===== src/rtl/lin_uart_stat_pkg.sv =====
package lin_uart_stat_pkg;
  localparam logic [1:0] MODE_LIN_SLAVE = 2'b11;
  localparam int unsigned BRK_BITS_DEF = 11;

  typedef struct packed {
    logic ovr;
    logic frm;
    logic par;
  } err_flags_t;
endpackage


===== src/rtl/lin_brk_det.sv =====
module lin_brk_det #(
  parameter int unsigned BRK_BITS = 11
) (
  input  logic clk_i,
  input  logic rst_ni,
  input  logic soft_rst_i,
  input  logic active_i,
  input  logic sin_i,
  input  logic tick_i,
  input  logic wr_i,
  input  logic wr_val_i,
  output logic brk_o
);
  localparam int unsigned CNT_W = $clog2(BRK_BITS + 1);
  localparam logic [CNT_W-1:0] CNT_SAT  = CNT_W'(BRK_BITS);
  localparam logic [CNT_W-1:0] CNT_LAST = CNT_W'(BRK_BITS - 1);

  logic [CNT_W-1:0] cnt_q;
  logic             set_w;
  logic             brk_q;

  // Counter sticks at CNT_SAT until the line goes high: one set per low period.
  always_ff @(posedge clk_i or negedge rst_ni) begin
    if (!rst_ni)                            cnt_q <= '0;
    else if (soft_rst_i || !active_i || sin_i) cnt_q <= '0;
    else if (tick_i && cnt_q != CNT_SAT)    cnt_q <= cnt_q + 1'b1;
  end

  assign set_w = active_i && !sin_i && tick_i && (cnt_q == CNT_LAST) && !soft_rst_i;

  always_ff @(posedge clk_i or negedge rst_ni) begin
    if (!rst_ni)                brk_q <= 1'b0;
    else if (soft_rst_i)        brk_q <= 1'b0;
    else if (set_w)             brk_q <= 1'b1;
    else if (wr_i && !wr_val_i) brk_q <= 1'b0;
  end

  assign brk_o = brk_q;


  cnt_bound_chk: assert property (@(posedge clk_i) disable iff (!rst_ni)
    cnt_q <= CNT_SAT);

  brk_rise_chk: assert property (@(posedge clk_i) disable iff (!rst_ni)
    $rose(brk_q) |-> $past(active_i) && !$past(sin_i) && $past(tick_i));

  brk_clr_chk: assert property (@(posedge clk_i) disable iff (!rst_ni)
    wr_i && !wr_val_i && !set_w |=> !brk_q);

  brk_w1_chk: assert property (@(posedge clk_i) disable iff (!rst_ni)
    brk_q && !soft_rst_i && !(wr_i && !wr_val_i) |=> brk_q);
endmodule


===== src/rtl/lin_rx_flags.sv =====
module lin_rx_flags
  import lin_uart_stat_pkg::*;
(
  input  logic       clk_i,
  input  logic       rst_ni,
  input  logic       soft_rst_i,
  input  logic       rx_done_i,
  input  logic       rd_data_i,
  input  err_flags_t err_set_i,
  input  logic       err_clr_i,
  output logic       rx_full_o,
  output err_flags_t err_o
);
  logic       full_q;
  err_flags_t err_q;

  always_ff @(posedge clk_i or negedge rst_ni) begin
    if (!rst_ni)         full_q <= 1'b0;
    else if (soft_rst_i) full_q <= 1'b0;
    else if (rx_done_i)  full_q <= 1'b1;
    else if (rd_data_i)  full_q <= 1'b0;
  end

  for (genvar g = 0; g < 3; g++) begin : g_err
    always_ff @(posedge clk_i or negedge rst_ni) begin
      if (!rst_ni)               err_q[g] <= 1'b0;
      else if (soft_rst_i)       err_q[g] <= 1'b0;
      else if (err_set_i[g])     err_q[g] <= 1'b1;
      else if (err_clr_i)        err_q[g] <= 1'b0;
    end
  end

  assign rx_full_o = full_q;
  assign err_o     = err_q;


  full_set_chk: assert property (@(posedge clk_i) disable iff (!rst_ni)
    rx_done_i && !soft_rst_i |=> full_q);

  full_clr_chk: assert property (@(posedge clk_i) disable iff (!rst_ni)
    rd_data_i && !rx_done_i |=> !full_q);

  err_clr_chk: assert property (@(posedge clk_i) disable iff (!rst_ni)
    err_clr_i && err_set_i == '0 |=> err_q == '0);

  err_set_chk: assert property (@(posedge clk_i) disable iff (!rst_ni)
    !soft_rst_i |=> (err_q & $past(err_set_i)) == $past(err_set_i));
endmodule


===== src/rtl/lin_tx_flags.sv =====
module lin_tx_flags (
  input  logic clk_i,
  input  logic rst_ni,
  input  logic soft_rst_i,
  input  logic wr_data_i,
  input  logic sr_load_i,
  output logic tx_empty_o
);
  logic empty_q;

  always_ff @(posedge clk_i or negedge rst_ni) begin
    if (!rst_ni)         empty_q <= 1'b1;
    else if (soft_rst_i) empty_q <= 1'b1;
    else if (sr_load_i)  empty_q <= 1'b1;
    else if (wr_data_i)  empty_q <= 1'b0;
  end

  assign tx_empty_o = empty_q;


  empty_fall_chk: assert property (@(posedge clk_i) disable iff (!rst_ni)
    $fell(empty_q) |-> $past(wr_data_i));

  empty_set_chk: assert property (@(posedge clk_i) disable iff (!rst_ni)
    sr_load_i |=> empty_q);

  soft_rst_chk: assert property (@(posedge clk_i) disable iff (!rst_ni)
    soft_rst_i |=> empty_q);
endmodule


===== src/rtl/lin_uart_stat_irq.sv =====
module lin_uart_stat_irq
  import lin_uart_stat_pkg::*;
#(
  parameter int unsigned BRK_BITS = BRK_BITS_DEF
) (
  input  logic       clk_i,
  input  logic       rst_ni,
  input  logic       soft_rst_i,
  input  logic       sin_i,
  input  logic       bit_tick_i,
  input  logic [1:0] mode_i,
  input  logic       rx_en_i,
  input  logic       rx_ie_i,
  input  logic       tx_ie_i,
  input  logic       rd_data_i,
  input  logic       wr_data_i,
  input  logic       sr_load_i,
  input  logic       rx_done_i,
  input  logic       ovr_err_i,
  input  logic       frm_err_i,
  input  logic       par_err_i,
  input  logic       err_clr_i,
  input  logic       brk_wr_i,
  input  logic       brk_wr_val_i,
  output logic       rx_full_o,
  output logic       ovr_o,
  output logic       frm_o,
  output logic       par_o,
  output logic       brk_o,
  output logic       tx_empty_o,
  output logic       rx_irq_o,
  output logic       tx_irq_o
);
  err_flags_t err_set, err_q;
  logic       brk_active;

  assign err_set    = '{ovr: ovr_err_i, frm: frm_err_i, par: par_err_i};
  assign brk_active = (mode_i == MODE_LIN_SLAVE) && !rx_en_i;

  lin_rx_flags u_rx (
    .clk_i, .rst_ni, .soft_rst_i,
    .rx_done_i, .rd_data_i,
    .err_set_i (err_set),
    .err_clr_i,
    .rx_full_o,
    .err_o     (err_q)
  );

  lin_tx_flags u_tx (
    .clk_i, .rst_ni, .soft_rst_i,
    .wr_data_i, .sr_load_i,
    .tx_empty_o
  );

  lin_brk_det #(.BRK_BITS(BRK_BITS)) u_brk (
    .clk_i, .rst_ni, .soft_rst_i,
    .active_i (brk_active),
    .sin_i,
    .tick_i   (bit_tick_i),
    .wr_i     (brk_wr_i),
    .wr_val_i (brk_wr_val_i),
    .brk_o
  );

  assign ovr_o = err_q.ovr;
  assign frm_o = err_q.frm;
  assign par_o = err_q.par;

  assign rx_irq_o = rx_ie_i && (rx_full_o || ovr_o || frm_o || par_o || brk_o);
  assign tx_irq_o = tx_ie_i && tx_empty_o;


  tx_irq_gate_chk: assert property (@(posedge clk_i) disable iff (!rst_ni)
    tx_irq_o |-> tx_ie_i);

  rx_irq_gate_chk: assert property (@(posedge clk_i) disable iff (!rst_ni)
    rx_irq_o |-> rx_ie_i);

  brk_gate_chk: assert property (@(posedge clk_i) disable iff (!rst_ni)
    $rose(brk_o) |-> $past(mode_i) == MODE_LIN_SLAVE && !$past(rx_en_i));
endmodule


===== config.mk =====
export PLATFORM = sky130hd
export DESIGN_NAME = lin_uart_stat_irq
export DESIGN_NICKNAME = d
export VERILOG_FILES = /design/src/rtl/lin_uart_stat_pkg.sv /design/src/rtl/lin_brk_det.sv /design/src/rtl/lin_rx_flags.sv /design/src/rtl/lin_tx_flags.sv /design/src/rtl/lin_uart_stat_irq.sv
export SDC_FILE = /design/constraint.sdc
export NUM_CORES = 1
export LEC_CHECK = 0
export CAP_MARGIN = 20
export CORE_AREA = 3 3 40 42
export CTS_CLUSTER_DIAMETER = 40
export CTS_CLUSTER_SIZE = 8
export DETAILED_ROUTE_END_ITERATION = 10
export DIE_AREA = 0 0 43 45
export GPL_ROUTABILITY_DRIVEN = 0
export PLACE_DENSITY = 0.78
export SYNTH_ARGS = -nofsm -noshare
export SYNTH_HDL_FRONTEND = slang
export SYNTH_SLANG_ARGS = --single-unit
export TNS_END_PERCENT = 50

===== constraint.sdc =====
create_clock -name clk_i -period 2.05 [get_ports clk_i]
set_input_delay 0.3075 -clock clk_i [delete_from_list [all_inputs] [get_ports clk_i]]
set_output_delay 0.3075 -clock clk_i [all_outputs]
set_load 0.01 [all_outputs]

==> impl_results.md, run 1 <==
* Minimum clock period at 1.92 ns
* Sequential Power Share at 0.449
* R2R Setup Slk at 0.67 ns
* Ant diodes at 0
* Kind of start point of the critical path: register
* Relative slew slack at 0.715
* Clk Latency, worst-skew pair at 0.26 ns
* Final #Nets at 104
* Status: completed
* H-Tree Depth at 1
* Hold Buf Count CTS at 0
* Die Y at 45 um
* #FFs+latches synth at 10
* Root buf cell: clkbuf_4
* Dominant synthesized flop cell: dfrtp_1
* Worst Hold Class: input pin to asynchronous set/reset pin
* Synth Cell Area at 482 um^2
* Power Dens Cells at 576 nW/um^2
* Slew @ Worst Pin at 0.426 ns
* # IOs at 28
* DIE WIDTH at 43 um
* Hold Fails Final Rpt at 0
* Setup slack after layout at 0.128 ns
* Pwr Total at 464 uW
* Clock group share of total power at 0.383
* DP Wirelength at 952 um
* CP arrival at 1.61 ns
* Fin. max-slew vios at 0
* Synth cell types at 21
* Pleak at 0.358 nW
* CTS tree: built
* Max-capacitance violation count at 0
* Worst-path clk slew at 0.07 ns
* DRT Pass-1 Iters at 4
* Post-synth EDFFs at 0
* Post-cts sizing count at 1
* # setup viols final at 0
* Fin Clk Skew at 0.000738 ns
* RR Endpoint: u_brk.cnt_q[0]$_DFFE_PN0P_
* Worst r2r path cells at 4
* Clk buf depth at 2
* Total grt overflow at 0
* Internal Dissipation at 365 uW
* Post-Syn Nets at 72
* Compound-Gate Fraction of Synth Area at 0.119
* Vias in the first global route at 487
* WL final at 1210 um
* I/O Buffers at 27
* Synth Area in Adders at 0.0519
* Clk sink count at 10
* Multiplexer share of the synthesized area at 0.0208
* Max VDD drop at 347 uV
* Setup Fix Bufs, Post-CTS at 0
* Async set or reset register ratio after synthesis at 1.00
* RSZ-0062 raised after global routing: false
* Synth warn at 0
* CP Max Fanout at 3
* Fillers at 122
* Synth Area in Simple Gates at 0.229
* Core box area at 1280 um^2
* FF-to-FF Start: u_brk.cnt_q[0]$_DFFE_PN0P_
* Inserted Clock Buffers at 3
* First-pass GRT wire length at 2000 um
* CP required at 1.74 ns
* Combinational share of power at 0.168
* Largest family of logic cells by synthesized area: simple AND/OR/NAND/NOR gates
* DR vias/cell at 4.80
* # DRC at 0
* Post-detailed-route count of antenna-violating nets at 0
* Post-route cell area at 806 um^2
* Pre-CTS setup slack at 0.211 ns
* Kind of critical path: register to primary output
* Die area at 1940 um^2
* Fmax at 0.520 GHz
* Placed inst area at 771 um^2
* Row count at 13
* Initial core utilization at 0.375
* CP Capture Type: primary output
* Final setup TNS at 0 ns
* Cells after Synth at 50
* Sequential-to-total area share from yosys stat at 0.522
* Syn avg cell area at 9.63 um^2
* Area growth syn-to-layout at 67.3%
* Period utilisation layout at 0.937
* Total track usage at 0.139
* Via count at 461
* Sw power at 99.3 uW
* Antenna violations before repair at 0
* WL per Instance at 12.6 um
* Largest net degree at the start of global routing at 11
* Share of layout cells above drive strength 1 at 0.0617
* DR iter-0 viols at 8
* Net Sw Frac at 0.214
* XOR/XNOR Fraction of Synth Area at 0.0182
layout make-up:
class / instances / area [um^2] / share of cell area
Tap cell: 15 / 18.8 / 0.0233
Timing Repair Buffer: 27 / 269 / 0.334
Clock buffer: 4 / 36.3 / 0.0450
Multi-Input combinational cell: 35 / 211 / 0.262
Inverter: 5 / 18.8 / 0.0233
Sequential cell: 10 / 251 / 0.312
synth_stat cells, types with 2 or more instances:
master	number	area, um^2
dfrtp_1	9	225
nor2_1	9	33.8
or3_1	2	12.5
ha_1	2	25.0
nand4b_1	2	17.5
o21ai_0	3	15.0
inv_1	4	15.0
a21oi_1	6	30.0
power groups by stage:
stage          sequential [mW]  combinational (mW)  clock, mW
2_1_floorplan            0.214              0.0159          0
6_report                 0.208              0.0779      0.178
3_5_place_dp             0.212              0.0800          0
3_3_place_gp             0.211              0.0793          0
5_1_grt                  0.209              0.0847      0.185
4_1_cts                  0.208              0.0792      0.177
flip-flops by register name, summed over array words and instances, names as in the netlist:
signal	cells
u_rx.err_o	3
u_brk.cnt_q	4
u_tx.tx_empty_o	1
u_rx.rx_full_o	1
u_brk.brk_o	1
worst max path at each step:
stage / cells past startpoint / from / end / slack, ns
2_1_floorplan: 2 / u_rx.rx_full_o$_DFFE_PN0P_ / rx_irq_o / 0.62
3_3_place_gp: 3 / u_rx.rx_full_o$_DFFE_PN0P_ / rx_irq_o / 0.23
3_5_place_dp: 3 / u_rx.rx_full_o$_DFFE_PN0P_ / rx_irq_o / 0.21
4_1_cts: 3 / u_rx.rx_full_o$_DFFE_PN0P_ / rx_irq_o / 0.12
5_1_grt: 3 / u_rx.rx_full_o$_DFFE_PN0P_ / rx_irq_o / 0.07
6_report: 3 / u_rx.rx_full_o$_DFFE_PN0P_ / rx_irq_o / 0.13
cell usage in the layout (no fill, tap or decap), drive strengths merged:
master,count
nand2,1
dlygate4sd2,1
dfstp,1
a21oi,6
ha,2
or4,1
nand4b,2
clkbuf,4
nand4,1
xor2,1
nor2,9
dfrtp,9
nand3b,1
and3b,1
clkdlybuf4s50,26
o21a,1
inv,4
and2,1
nand2b,1
or3,2
mux2i,1
clkinv,1
o21ai,4
layer usage:
layer,global-route usage,vias to the layer above,share of wire
met1,0.197,204,0.43
met3,0.0319,2,0.088
met4,0.0723,0,0.0050
li1,-,231,-
met2,0.198,24,0.47
met5,0,-,0
critical path, cell delays in order (launching register included):
cell,delay [ns]
dfrtp_1,0.38
or4_1,0.52
o21a_1,0.17
dlygate4sd2_1,0.27
stage by stage:
stage	util	instances	hold WS, ns
after global routing	0.627	96	0.371
final	0.627	96	0.345
after CTS	0.627	96	0.364
after global placement	0.600	92	0.470
after floorplan	-	50	0.0119
after detailed placement	0.600	92	0.488
logic make-up after synthesis:
kind of cell | after synthesis
buf+inv | 5
fa+ha+maj | 2
compound gates | 11
xor+xnor | 1
flops | 10
mux | 1
simple gates | 20
Note: power is estimated with default switching activity, not from simulation.
==> run 2: changes to the inputs <==
--- a/config.mk
+++ b/config.mk
@@ -8,11 +8,13 @@
 export CAP_MARGIN = 20
 export CORE_AREA = 3 3 40 42
 export CTS_CLUSTER_DIAMETER = 40
-export CTS_CLUSTER_SIZE = 8
+export CTS_CLUSTER_SIZE = 14
 export DETAILED_ROUTE_END_ITERATION = 10
 export DIE_AREA = 0 0 43 45
 export GPL_ROUTABILITY_DRIVEN = 0
 export PLACE_DENSITY = 0.78
+export REMOVE_ABC_BUFFERS = 1
+export SETUP_SLACK_MARGIN = 0.1
 export SYNTH_ARGS = -nofsm -noshare
 export SYNTH_HDL_FRONTEND = slang
 export SYNTH_SLANG_ARGS = --single-unit
==> run 2 against run 1 <==
Compared with the run above: worst hold slack hardly changed; wire length is 0.99% higher; final area increased by 1.1%; combinational power up 2.8%; sequential share of layout area decreased by 0.34 points; clock power about the same; critical endpoint unchanged; largest power group unchanged.
==> impl_results.md, run 2 (synthesis results as in run 1) <==
* Final setup TNS at 0 ns
* Initial core utilization at 0.375
* Total grt overflow at 0
* Slew @ Worst Pin at 0.426 ns
* CTS tree: built
* DR iter-0 viols at 8
* Largest register FFs at 4
* WHS at 0.345 ns
* CP required at 1.74 ns
* Worst-path clk slew at 0.07 ns
* CP Capture Type: primary output
* Most common cell after layout, fill and taps aside: clkdlybuf4s50_1
* Post-detailed-route count of antenna-violating nets at 0
* Total track usage at 0.139
* Core box area at 1280 um^2
* CP arrival at 1.58 ns
* Status: completed
* Period utilisation layout at 0.920
* CP Max Fanout at 3
* # DRC at 0
* Biggest register: u_brk.cnt_q
* Hold Fails Final Rpt at 0
* Die area at 1940 um^2
* Pwr Total at 466 uW
* Max VDD drop at 348 uV
* Worst Hold Class: input pin to asynchronous set/reset pin
* Relative slew slack at 0.715
* Fin. max-slew vios at 0
* Final #Nets at 105
* Largest net degree at the start of global routing at 11
* H-Tree Depth at 1
* I/O Buffers at 27
* Clk Latency, worst-skew pair at 0.26 ns
* Row count at 13
* RSZ-0062 raised after global routing: false
* Area growth syn-to-layout at 69.1%
* Kind of start point of the critical path: register
* DR vias/cell at 4.80
* Vias in the first global route at 487
* WL per Instance at 12.6 um
* First-pass GRT wire length at 2000 um
* Fmax at 0.530 GHz
* DIE WIDTH at 43 um
* Ant diodes at 0
* Clk buf depth at 2
* Kind of critical path: register to primary output
* # IOs at 28
* Fin Clk Skew at 0.000738 ns
* Inserted Clock Buffers at 3
* Most frequent cells in the layout: clkdlybuf4s50_1, nor2_1, dfrtp_1
* DRT Pass-1 Iters at 4
* # setup viols final at 0
* Pleak at 0.361 nW
* Root buf cell: clkbuf_4
* Die Y at 45 um
* Post-route cell area at 815 um^2
* Antenna violations before repair at 0
* Share of layout cells above drive strength 1 at 0.0732
* Via count at 466
* DP Wirelength at 952 um
* Power Dens Cells at 572 nW/um^2
* WL final at 1220 um
* Post-Route Utilization at 0.634
* Placed inst area at 771 um^2
* Minimum clock period at 1.89 ns
* Hold Buf Count CTS at 0
* R2R Setup Slk at 0.67 ns
* Max-capacitance violation count at 0
* Clk sink count at 10
run 2: cell types whose count changed in the layout (fill, tap and decap cells not counted), sizes merged:
| cell | before | now |
|---|---|---|
| clkdlybuf4s15 | 0 | 1 |
| buf | 0 | 1 |
| dlygate4sd2 | 1 | 0 |
run 2: path summary, 6_finish.rpt:
| path | from | to | cells after the start |
|---|---|---|---|
| setup / recovery | u_rx.err_o[0]$_DFFE_PN0P_ | rx_irq_o | 3 |
| hold / removal | rst_ni | u_brk.brk_o$_DFFE_PN0P_ | 1 |
| setup reg to reg | u_brk.cnt_q[0]$_DFFE_PN0P_ | u_brk.cnt_q[0]$_DFFE_PN0P_ | 4 |
| hold reg to reg | u_tx.tx_empty_o$_DFFE_PN1P_ | u_tx.tx_empty_o$_DFFE_PN1P_ | 2 |
| max in group asynchronous | rst_ni | u_tx.tx_empty_o$_DFFE_PN1P_ | 1 |
| min in group clk_i | u_tx.tx_empty_o$_DFFE_PN1P_ | u_tx.tx_empty_o$_DFFE_PN1P_ | 2 |
run 2: what timing repair did:
action / in CTS / in global routing
endpoints found under the setup margin: 1 / 1
pin swaps: 0 / 1
resized for setup: 1 / 1
setup buffers: 0 / 1
hold endpoints to repair: 0 / 0
run 2: critical path, stage by stage, from the launching register on:
cell and delay, ns:
dfrtp_1 0.39, or4_1 0.52, o21a_1 0.18, clkdlybuf4s15_1 0.22
run 2: routing by layer:
metal  track usage  part of all wire  wire length, um  vias to the layer above
met4        0.0723            0.0049                6                        0
met2         0.198              0.47              578                       24
met3        0.0319             0.087              106                        2
met1         0.197              0.43              530                      207
li1              -                 -                -                      233
met5             0                 0                0                        -
run 2: layout make-up:
class | count | area [um^2]
Clock buffer | 4 | 36.3
Fill cell | 120 | 470
Inverter | 5 | 18.8
Multi-Input combinational cell | 35 | 211
Sequential cell | 10 | 251
Tap cell | 15 | 18.8
Timing Repair Buffer | 28 | 278
run 2: stage by stage:
stage / setup slack, ns / cells
2_1_floorplan: 0.624 / 50
3_3_place_gp: 0.226 / 92
3_5_place_dp: 0.211 / 92
4_1_cts: 0.119 / 96
5_1_grt: 0.129 / 97
6_report: 0.164 / 97
run 2: power breakdown:
part	leakage [nW]	switching [mW]	total, mW	internal [mW]
logic	0.209	0.0256	0.0801	0.0545
clock network	0.0210	0.0700	0.178	0.108
registers	0.131	0.00428	0.208	0.204
total	0.361	0.0998	0.466	0.366
==> run 3: changes to the inputs <==
--- a/config.mk
+++ b/config.mk
@@ -12,6 +12,7 @@
 export DETAILED_ROUTE_END_ITERATION = 10
 export DIE_AREA = 0 0 43 45
 export GPL_ROUTABILITY_DRIVEN = 0
+export HOLD_SLACK_MARGIN = 0.02
 export PLACE_DENSITY = 0.78
 export REMOVE_ABC_BUFFERS = 1
 export SETUP_SLACK_MARGIN = 0.1
==> results of run 3 <==
Same layout as run 2: the final DEF is identical, and so are final timing and power.
